File: config.mk
export PLATFORM = sky130hd
export DESIGN_NAME = hb_gate_ctrl
export DESIGN_NICKNAME = d
export VERILOG_FILES = /design/src/rtl/hbg_pkg.sv /design/src/rtl/hbg_wake_timer.sv /design/src/rtl/hbg_decode.sv /design/src/rtl/hbg_leg.sv /design/src/rtl/hb_gate_ctrl.sv
export SDC_FILE = /design/constraint.sdc
export NUM_CORES = 1
export LEC_CHECK = 0
export ABC_AREA = 1
export BUFFER_PORTS_ARGS = -buffer_cell sky130_fd_sc_hd__buf_2
export CAP_MARGIN = 20
export CORE_ASPECT_RATIO = 0.75
export CORE_MARGIN = 5
export CORE_UTILIZATION = 30
export DETAILED_ROUTE_END_ITERATION = 7
export PLACE_DENSITY = 0.46
export SETUP_SLACK_MARGIN = 0.15
export SLEW_MARGIN = 20
export SYNTH_ARGS = -nofsm -noshare
export SYNTH_HDL_FRONTEND = slang
export SYNTH_SLANG_ARGS = --single-unit
File: constraint.sdc
create_clock -name clk -period 4.45 [get_ports clk]
set_input_delay 0.6675 -clock clk [delete_from_list [all_inputs] [get_ports clk]]
set_output_delay 0.6675 -clock clk [all_outputs]
set_load 0.1 [all_outputs]
File: src/rtl/hbg_pkg.sv
package hbg_pkg;
  typedef enum logic [1:0] {
    LEG_OFF = 2'b00,
    LEG_SRC = 2'b01,
    LEG_SNK = 2'b10
  } leg_t;
endpackage

File: src/rtl/hbg_wake_timer.sv
module hbg_wake_timer #(
  parameter int WAKE_CYCLES = 50000
) (
  input  logic clk,
  input  logic rst_n,
  input  logic awake_i,
  output logic ready_o
);
  localparam int CW = $clog2(WAKE_CYCLES + 1);
  localparam logic [CW-1:0] LAST = CW'(WAKE_CYCLES);

  logic [CW-1:0] cnt;

  always_ff @(posedge clk or negedge rst_n) begin
    if (!rst_n)          cnt <= '0;
    else if (!awake_i)   cnt <= '0;
    else if (cnt != LAST) cnt <= cnt + CW'(1);
  end

  assign ready_o = (cnt == LAST);
endmodule

File: src/rtl/hbg_decode.sv
module hbg_decode
  import hbg_pkg::*;
(
  input  logic permit_i,
  input  logic dir_i,
  input  logic en_i,
  input  logic slow_decay_i,
  input  logic recirc_hi_i,
  input  logic zero_cur_i,
  output leg_t tgt_a_o,
  output leg_t tgt_b_o
);
  always_comb begin
    tgt_a_o = LEG_OFF;
    tgt_b_o = LEG_OFF;
    if (permit_i) begin
      if (en_i) begin
        // drive: polarity follows direction
        tgt_a_o = dir_i ? LEG_SRC : LEG_SNK;
        tgt_b_o = dir_i ? LEG_SNK : LEG_SRC;
      end else if (slow_decay_i) begin
        // brake: both legs on one rail
        tgt_a_o = recirc_hi_i ? LEG_SRC : LEG_SNK;
        tgt_b_o = recirc_hi_i ? LEG_SRC : LEG_SNK;
      end else if (!zero_cur_i) begin
        // fast decay: opposite polarity until the current reaches zero
        tgt_a_o = dir_i ? LEG_SNK : LEG_SRC;
        tgt_b_o = dir_i ? LEG_SRC : LEG_SNK;
      end
    end
  end
endmodule

File: src/rtl/hbg_leg.sv
module hbg_leg
  import hbg_pkg::*;
#(
  parameter int DEAD_CYCLES = 10
) (
  input  logic clk,
  input  logic rst_n,
  input  leg_t tgt_i,
  output logic hi_on_o,
  output logic lo_on_o
);
  localparam int DW = $clog2(DEAD_CYCLES + 1);
  localparam logic [DW-1:0] GAP_DONE = DW'(DEAD_CYCLES);

  leg_t          cur;
  logic [DW-1:0] gap;   // cycles this leg has spent with both switches off

  always_ff @(posedge clk or negedge rst_n) begin
    if (!rst_n) begin
      cur <= LEG_OFF;
      gap <= GAP_DONE;
    end else if (tgt_i == cur) begin
      if (cur == LEG_OFF && gap != GAP_DONE) gap <= gap + DW'(1);
    end else if (cur != LEG_OFF) begin
      cur <= LEG_OFF;             // turning off is never delayed
      gap <= DW'(1);
    end else if (gap == GAP_DONE) begin
      cur <= tgt_i;               // crossover time served
    end else begin
      gap <= gap + DW'(1);
    end
  end

  assign hi_on_o = (cur == LEG_SRC);
  assign lo_on_o = (cur == LEG_SNK);
endmodule

File: src/rtl/hb_gate_ctrl.sv
module hb_gate_ctrl
  import hbg_pkg::*;
#(
  parameter int WAKE_CYCLES = 50000,
  parameter int DEAD_CYCLES = 10
) (
  input  logic clk,
  input  logic rst_n,
  input  logic dir_i,
  input  logic en_i,
  input  logic slow_decay_i,
  input  logic recirc_hi_i,
  input  logic awake_i,
  input  logic zero_cur_i,
  input  logic force_off_i,
  output logic a_hi_on_o,
  output logic a_lo_on_o,
  output logic b_hi_on_o,
  output logic b_lo_on_o
);
  localparam int NLEG = 2;

  logic       ready;
  logic       kill;
  logic       permit;
  leg_t       tgt [NLEG];
  logic [NLEG-1:0] hi_on;
  logic [NLEG-1:0] lo_on;

  hbg_wake_timer #(.WAKE_CYCLES(WAKE_CYCLES)) u_wake (
    .clk     (clk),
    .rst_n   (rst_n),
    .awake_i (awake_i),
    .ready_o (ready)
  );

  assign kill   = force_off_i | ~awake_i;
  assign permit = ready & ~kill;

  hbg_decode u_dec (
    .permit_i     (permit),
    .dir_i        (dir_i),
    .en_i         (en_i),
    .slow_decay_i (slow_decay_i),
    .recirc_hi_i  (recirc_hi_i),
    .zero_cur_i   (zero_cur_i),
    .tgt_a_o      (tgt[0]),
    .tgt_b_o      (tgt[1])
  );

  for (genvar g = 0; g < NLEG; g++) begin : g_leg
    hbg_leg #(.DEAD_CYCLES(DEAD_CYCLES)) u_leg (
      .clk     (clk),
      .rst_n   (rst_n),
      .tgt_i   (tgt[g]),
      .hi_on_o (hi_on[g]),
      .lo_on_o (lo_on[g])
    );
  end

  // sleep and force-off clear the gates without waiting for a clock edge
  assign a_hi_on_o = hi_on[0] & ~kill;
  assign a_lo_on_o = lo_on[0] & ~kill;
  assign b_hi_on_o = hi_on[1] & ~kill;
  assign b_lo_on_o = lo_on[1] & ~kill;
endmodule

==> results of run 1 <==
## logic make-up after synthesis
| kind of cell | share of synthesized area [%] |
|---|---|
| AND/OR/NAND/NOR | 34.9 |
| AO/OA/AOI/OAI | 11.9 |
| buffers and inverters | 7.97 |
| flip-flops | 39.1 |
| adder cells (fa/ha/maj) | 4.16 |
| XOR/XNOR | 1.94 |
## flip-flops by register name (all words and copies together) (netlist names)
register	count
u_wake.cnt	16
g_leg.u_leg.gap	8
g_leg.u_leg.cur	4
## worst register-to-register path: cells and delay by family (launching register included)
kind | cells | cell delay [ns]
simple gates | 10 | 1.05
fa+ha+maj | 1 | 0.18
buf+inv | 2 | 0.15
flops | 1 | 0.43
## layer usage
layer	wire length [um]	vias to the layer above	part of all wire (%)
met1	2200	686	56
met5	0	-	0
met2	1630	18	41
met4	27	0	0.68
li1	-	821	-
met3	98	2	2.5
## cell usage after synthesis, drive strengths merged
cell / n
a21oi: 20
o21a: 1
nand4: 6
or2: 1
a21boi: 1
nand2: 61
nand3b: 2
and2: 1
xor2: 4
ha: 6
dfstp: 4
o21ai: 15
inv: 37
dfrtp: 24
nor2: 29
buf: 1
nor3: 9
a31oi: 1
nor4: 3
nand3: 18
## where the power goes
part           switching (W)  internal (W)
Clock              0.0000862      0.000121
Sequential        0.00000223      0.000257
Combinational      0.0000236    0.00000967
Total               0.000112      0.000387
## how the worst min path moves through the flow
stage,start,to
after global routing,rst_n,u_wake.cnt[6]
after CTS,rst_n,u_wake.cnt[6]
after global placement,u_wake.cnt[15],u_wake.cnt[15]
after detailed placement,u_wake.cnt[15],u_wake.cnt[15]
after floorplan,rst_n,g_leg[0].u_leg.cur[0]
final,rst_n,u_wake.cnt[6]
## cell type report
cell class                      count  area share, %
Tap cell                           78           4.81
Clock buffer                        3           2.03
Multi-Input combinational cell    178           47.1
Inverter                           37           6.84
Sequential cell                    28           34.8
Clock inverter                      1           1.48
Timing Repair Buffer               12           2.96
## stage by stage
step                total power (W)  cell area, sq um  util, %  hold WS, ns
floorplan                  0.000282              1810        -        0.372
global placement           0.000298              1960     33.6        0.488
detailed placement         0.000298              1960     33.6        0.480
CTS                        0.000509              2030     34.8        0.428
global route               0.000525              2030     34.8        0.452
finish                     0.000499              2030     34.8        0.390
==> results.cfg, run 1 <==
[setup_path]
critPathArrivalTime_ns = 2.15
crit_fanout = 13
reg2reg_to = g_leg[1].u_leg.gap[0]
crit_buf_inv = 4
path_class = input pin to output port
critPathCaptureType = output port
r2r_cells = 13
crit_chain = buf_2, inv_1, nor2_4, inv_1, nor3_1, buf_2
crit_start = awake_i
critPathLaunchType = input pin
cp_num_cells = 6
crit_end = a_lo_on_o
max_stage_delay_ns = 0.48
crit_family = buffers and inverters
slowest_stage = buf_2
regToRegSetupSlack_ns = 2.54
cp.required_ns = 3.78
rr_startpoint = u_wake.cnt[0]

[timing]
hold_viol = 0
maxSlewViolCount = 0
finalCritPeriodShare_pct = 63.2
fin_tns_setup_ns = 0
setup_viol = 0
max_clock_freq_ghz = 0.355
timing.final.ws_setup_ns = 1.64
clock_skew_ns = 0.0192
relSlewSlack_pct = 56.5
fin_crit_ns = 2.81
tightest_slew_ns = 0.652
rsz0062_at_grt = false

[global_routing]
busiest_layer = met1
antenna_found_initial = 0
grtUsageTotal_pct = 10.8
grt_use_met3_pct = 2.18
grt_pass1_vias = 1437
grt_start_max_net_pins = 29
grt_use_met1_pct = 17.2
grt_overflow_total = 0
grt_use_met2_pct = 15.0
grt_pass1_wl_um = 6770

[outcome]
status = finished clean

[clocking]
numClockSinks = 28
clkTransAtPathRegs_ns = 0.11
cts-resized-gates = 0
htreeDepth = 1
cts_buffers = 3
root_buffer = clkbuf_8
clkLatencyLatePin_ns = 0.29
cts_buffer_depth = 2
tritoncts = done
cts_setup_buffers = 0
hold_buffers = 0

[die]
die_area_sq_mm = 0.00769
rows = 24
boundaryPins = 13
die_h_um = 77.2
start_util_pct = 31.0
die_w_um = 99.6
design.core.area_sq_mm = 0.00583

[route]
wl_per_cell_um = 11.7
drtIter0Drc = 108
ant_nets = 0
routed_via_density = 4.53
vias = 1527
firstDrtPassIters = 4
route.detailed.drc = 0
drt-total-wl_um = 3960

[yosys]
synth_top_cell_area_share_pct = 33.3
netlist_instances = 244
yosysUniqueCellTypes = 29
ys_ff_latch = 28
yosys_warnings = 0
yosys.area.top_type = dfrtp_1
syn-num-nets = 259
syn-cell-area_sq_mm = 0.00181
seq_area_frac_synth_pct = 39.1
syn_area_per_cell_sq_um = 7.40
post_synth_main_area_contributors = dfrtp_1 33%, nand2_1 11%, inv_1 6.7%

[cells_and_area]
stdcell_count = 337
final_cell_mix = 55 x nand2_1, 32 x inv_1, 24 x dfrtp_1
regArea_sq_um = 706
nFillCells = 631
multi_input_area_sq_um = 956
area_delta_synth_final_pct = 12.4
drive_gt1_share_pct = 17.4
final_nets = 275
final_common_cell = nand2_1
num_antenna_cells = 0

[job]
cap_violations = 0

[hold_path]
hold_path.class = input pin to async pin

[pwr]
vdd_ir_drop_max_mv = 0.124
p_per_area_mw_per_mm2 = 246
p_leak_nw = 0.978

[placed_design]
dp_slack_ns = 1.61
dp_cells = 333
place_congestion = 0.805
portBuffers = 12
hpwl_um = 3040
No activity file was read; power rests on OpenSTA's default activity.
==> run 2, diff against run 1 <==
--- a/config.mk
+++ b/config.mk
@@ -12,7 +12,7 @@
 export CORE_MARGIN = 5
 export CORE_UTILIZATION = 30
 export DETAILED_ROUTE_END_ITERATION = 7
-export PLACE_DENSITY = 0.46
+export PLACE_DENSITY = 0.48
 export SETUP_SLACK_MARGIN = 0.15
 export SLEW_MARGIN = 20
 export SYNTH_ARGS = -nofsm -noshare
==> constraint.sdc (replaced) <==
create_clock -name clk -period 2.4 [get_ports clk]
set_input_delay 0.36 -clock clk [delete_from_list [all_inputs] [get_ports clk]]
set_output_delay 0.36 -clock clk [all_outputs]
set_load 0.1 [all_outputs]
==> results.cfg, run 2 (synthesis results as in run 1) <==
[route]
ant_nets = 0
routed_via_density = 4.53
firstDrtPassIters = 4
vias = 1531
drtIter0Drc = 38
wl_per_cell_um = 11.8
route.detailed.drc = 0
drt-total-wl_um = 3990

[clocking]
numClockSinks = 28
hold_buffers = 0
cts-resized-gates = 0
cts_setup_buffers = 0
cts_buffers = 3
tritoncts = done
clkLatencyLatePin_ns = 0.29
htreeDepth = 1
clkTransAtPathRegs_ns = 0.11
cts_buffer_depth = 2
root_buffer = clkbuf_8

[placed_design]
portBuffers = 12
hpwl_um = 3040
place_congestion = 0.782
dpl_cell_area_sq_mm = 0.00200
dp_slack_ns = 0.467

[cells_and_area]
num_antenna_cells = 0
fin_area_sq_mm = 0.00207
top_register = u_wake.cnt
drive_gt1_share_pct = 19.2
area_delta_synth_final_pct = 14.8
fin_util_pct = 35.6
nFillCells = 636
final_common_cell = nand2_1
final_cell_mix = 55 x nand2_1, 32 x inv_1, 24 x dfrtp_1
reg.largest.list = u_wake.cnt: 16 flops, g_leg.u_leg.gap: 8 flops, g_leg.u_leg.cur: 4 flops
largest_register_ffs = 16
final_nets = 276

[timing]
fin_crit_ns = 1.90
setup_viol = 0
max_clock_freq_ghz = 0.527
clock_skew_ns = 0.0137
fin_tns_setup_ns = 0
timing.final.ws_setup_ns = 0.503
rsz0062_at_grt = false
tightest_slew_ns = 0.671
relSlewSlack_pct = 55.2
finalCritPeriodShare_pct = 79.0
hold_viol = 0
maxSlewViolCount = 0

[pwr]
vdd_ir_drop_max_mv = 0.239
p_per_area_mw_per_mm2 = 447
p_leak_nw = 0.986

[setup_path]
critPathArrivalTime_ns = 1.54
r2r_cells = 13
regToRegSetupSlack_ns = 0.54
crit_fanout = 7
critPathCaptureType = output port
critPathLaunchType = input pin
rr_startpoint = u_wake.cnt[0]
cp.required_ns = 2.04
reg2reg_to = g_leg[1].u_leg.gap[0]
path_class = input pin to output port

[global_routing]
grt_overflow_total = 0
grt_pass1_wl_um = 6770
grtUsageTotal_pct = 10.9
grt_start_max_net_pins = 29
grt_pass1_vias = 1424
antenna_found_initial = 0

[job]
cap_violations = 0

[hold_path]
hold_path.class = input pin to async pin

[die]
start_util_pct = 31.0
die_w_um = 99.6
design.core.area_sq_mm = 0.00583
die_h_um = 77.2
die_area_sq_mm = 0.00769
boundaryPins = 13
rows = 24

[outcome]
status = finished clean
==> run 2: changes by cell type in the layout (fill, tap and decap cells not counted), sizes merged <==
cell  previous run  this run
buf             12        13
==> run 2: worst max path at each step <==
| stage | start | endpoint | cells past startpoint |
|---|---|---|---|
| after floorplan | awake_i | a_hi_on_o | 4 |
| after global placement | awake_i | a_hi_on_o | 6 |
| after detailed placement | awake_i | a_hi_on_o | 6 |
| after CTS | awake_i | a_hi_on_o | 6 |
| after global routing | u_wake.cnt[0] | g_leg[1].u_leg.cur[1] | 13 |
| final | awake_i | a_hi_on_o | 6 |
==> run 2: layout make-up <==
cell class	instances	area [sq um]	share of cell area, %
Multi-Input combinational cell	178	976	47.1
Sequential cell	28	706	34.1
Inverter	37	139	6.70
Tap cell	78	97.6	4.71
Timing Repair Buffer	13	82.6	3.99
Clock buffer	3	41.3	1.99
Clock inverter	1	30.0	1.45
==> run 2: routing by layer <==
layer,track usage (%),part of all wire (%)
met1,16.6,56
met2,15.0,40
met3,2.63,3.5
met4,3.27,1.0
met5,0,0
==> run 2: critical path, cell delays in order <==
cell and delay [ns]:
buf_2 0.08, inv_1 0.11, nor2_4 0.20, inv_1 0.16, nor3_2 0.15, buf_2 0.45
==> run 2: report_power, final <==
group | leakage, nW | switching (W) | internal (W)
clock network | 0.0357 | 0.000160 | 0.000224
registers | 0.375 | 0.00000396 | 0.000476
logic | 0.575 | 0.0000443 | 0.0000189
==> run 2: metrics by stage <==
stage	power, W	hold slack [ns]	std cells
2_1_floorplan	0.000524	0.0644	244
3_3_place_gp	0.000553	0.442	334
3_5_place_dp	0.000554	0.449	334
4_1_cts	0.000950	0.120	338
5_1_grt	0.000977	0.148	338
6_report	0.000926	0.0931	338
==> run 3, diff against run 2 <==
==> constraint.sdc (replaced) <==
create_clock -name clk -period 1.66 [get_ports clk]
set_input_delay 0.249 -clock clk [delete_from_list [all_inputs] [get_ports clk]]
set_output_delay 0.249 -clock clk [all_outputs]
set_load 0.1 [all_outputs]
==> results.cfg, run 3 (synthesis results as in run 1) <==
[timing]
max_clock_freq_ghz = 0.606
setup_viol = 0
tightest_slew_ns = 0.654
rsz0062_at_grt = true
hold_viol = 24
relSlewSlack_pct = 56.4
fin_tns_setup_ns = 0
clock_skew_ns = 0.0112
fin_crit_ns = 1.65
whs_ns = -0.0202
maxSlewViolCount = 0
finalCritPeriodShare_pct = 99.4

[route]
routed_via_density = 4.57
drt-total-wl_um = 4360
vias = 1727
firstDrtPassIters = 4
route.detailed.drc = 0
ant_nets = 0
wl_per_cell_um = 11.5
drtIter0Drc = 42

[setup_path]
crit_start = u_wake.cnt[0]
reg2reg_to = g_leg[1].u_leg.gap[0]
slowest_stage = dfrtp_1
max_stage_delay_ns = 0.41
rr_startpoint = u_wake.cnt[0]
critPathCaptureType = register
path_class = register to register
critPathArrivalTime_ns = 1.83
crit_family = simple AND/OR/NAND/NOR gates
critPathLaunchType = register
regToRegSetupSlack_ns = 0.009
r2r_cells = 13
crit_fanout = 6
cp.required_ns = 1.83
crit_chain = inv_2, ha_4, inv_2, nor2_2, nand3_2, nor2_4, nand2_4, nor2_4, nand2_2, nand2_2, nand2_4, nand2_1, nand3_1
crit_buf_inv = 2

[pwr]
vdd_ir_drop_max_mv = 0.340
p_total_w = 0.00128
sw_frac_of_total_pct = 25.1
p_per_area_mw_per_mm2 = 484
p_int_w = 0.000962
pwr-share-clk_pct = 34.4
p_switching_w = 0.000322
power_frac_seq_pct = 53.9
p_leak_nw = 1.25
power_frac_comb_pct = 11.7

[clocking]
root_buffer = clkbuf_8
cts_buffers = 3
cts_buffer_depth = 2
htreeDepth = 1
numClockSinks = 28
hold_buffers = 0
clkTransAtPathRegs_ns = 0.11
tritoncts = done
clkLatencyLatePin_ns = 0.28

[cells_and_area]
area_delta_synth_final_pct = 46.9
drive_gt1_share_pct = 45.7
final_common_cell = nand2_1
reg.largest.list = u_wake.cnt: 16 flops, g_leg.u_leg.gap: 8 flops, g_leg.u_leg.cur: 4 flops
final_nets = 316
num_antenna_cells = 0
nFillCells = 601
fin_util_pct = 45.5
fin_area_sq_mm = 0.00265
top_register = u_wake.cnt
largest_register_ffs = 16
final_cell_mix = 42 x nand2_1, 36 x buf_4, 24 x inv_1

[placed_design]
hpwl_um = 3140
portBuffers = 12
place_congestion = 0.768
dpl_cell_area_sq_mm = 0.00224

[job]
cap_violations = 0

[die]
die_w_um = 99.6
die_area_sq_mm = 0.00769
boundaryPins = 13
design.core.area_sq_mm = 0.00583
rows = 24
die_h_um = 77.2
start_util_pct = 31.0

[global_routing]
grt_pass1_vias = 1550
grt_pass1_wl_um = 7210
antenna_found_initial = 0
grtUsageTotal_pct = 11.5
grt_overflow_total = 0
grt_start_max_net_pins = 29

[outcome]
status = complete, but fails checks
violations = hold timing

[hold_path]
hold_path.class = input pin to async pin
-- run 3: changes by cell type in the layout (fill, tap and decap cells not counted), moves of 4 or more --
cell	change
nand2_1	-13
inv_2	+6
buf_4	+35
nand2_2	+10
nand3_2	+7
buf_2	-4
a21oi_2	+5
inv_1	-8
nand3_1	-8
nor2_1	-4
a21oi_1	-5
nor3_4	+4
buf_6	+6
-- run 3: timing repair --
action / CTS / global route
gates resized for setup: 18 / 44
buffers inserted: 7 / 13
pin swaps: 16 / 21
setup endpoints to repair: 20 / 26
gates cloned: 0 / 0
-- run 3: worst reg2reg max path: cells and delay by family, from the launching register on --
family        cells  cell delay, ns
flops             1            0.41
fa+ha+maj         1            0.14
simple gates     10            0.88
buf+inv           2            0.11
-- run 3: power by group through the flow --
| stage | Clock, W | Sequential (W) | Combinational (W) |
|---|---|---|---|
| finish | 0.000442 | 0.000692 | 0.000150 |
| global placement | 0 | 0.000704 | 0.000116 |
| global route | 0.000495 | 0.000692 | 0.000169 |
| floorplan | 0 | 0.000706 | 0.0000595 |
| CTS | 0.000465 | 0.000692 | 0.000127 |
| detailed placement | 0 | 0.000705 | 0.000119 |
-- run 3: how the worst max path moves through the flow --
stage                             to  cells after the start
2_1_floorplan              a_hi_on_o                      4
3_3_place_gp   g_leg[1].u_leg.cur[1]                     11
3_5_place_dp   g_leg[1].u_leg.gap[0]                     13
4_1_cts        g_leg[1].u_leg.gap[0]                     13
5_1_grt        g_leg[0].u_leg.cur[1]                     14
6_report       g_leg[1].u_leg.gap[0]                     13
-- run 3: cell type report --
type,instances,area [sq um],share of cell area [%]
timing repair buffer,53,453,17.1
tap,78,97.6,3.68
inverter,37,145,5.47
multi-input combinational,178,1190,45.0
sequential,28,709,26.7
clock buffer,4,55.1,2.08
-- run 3: layer usage --
metal	global-route usage, %	share of wire [%]	wire length, um	vias to the layer above
li1	-	-	-	906
met1	16.5	51	2230	805
met2	18.0	46	2020	12
met3	2.72	1.9	83	4
met4	1.64	0.60	26	0
met5	0	0	0	-
-- run 3: metrics by stage --
| step | worst slack [ns] | instances |
|---|---|---|
| after floorplan | -0.0488 | 244 |
| after global placement | -0.0367 | 354 |
| after detailed placement | -0.0360 | 354 |
| after CTS | -0.0280 | 365 |
| after global routing | -0.122 | 378 |
| final | 0.00950 | 378 |
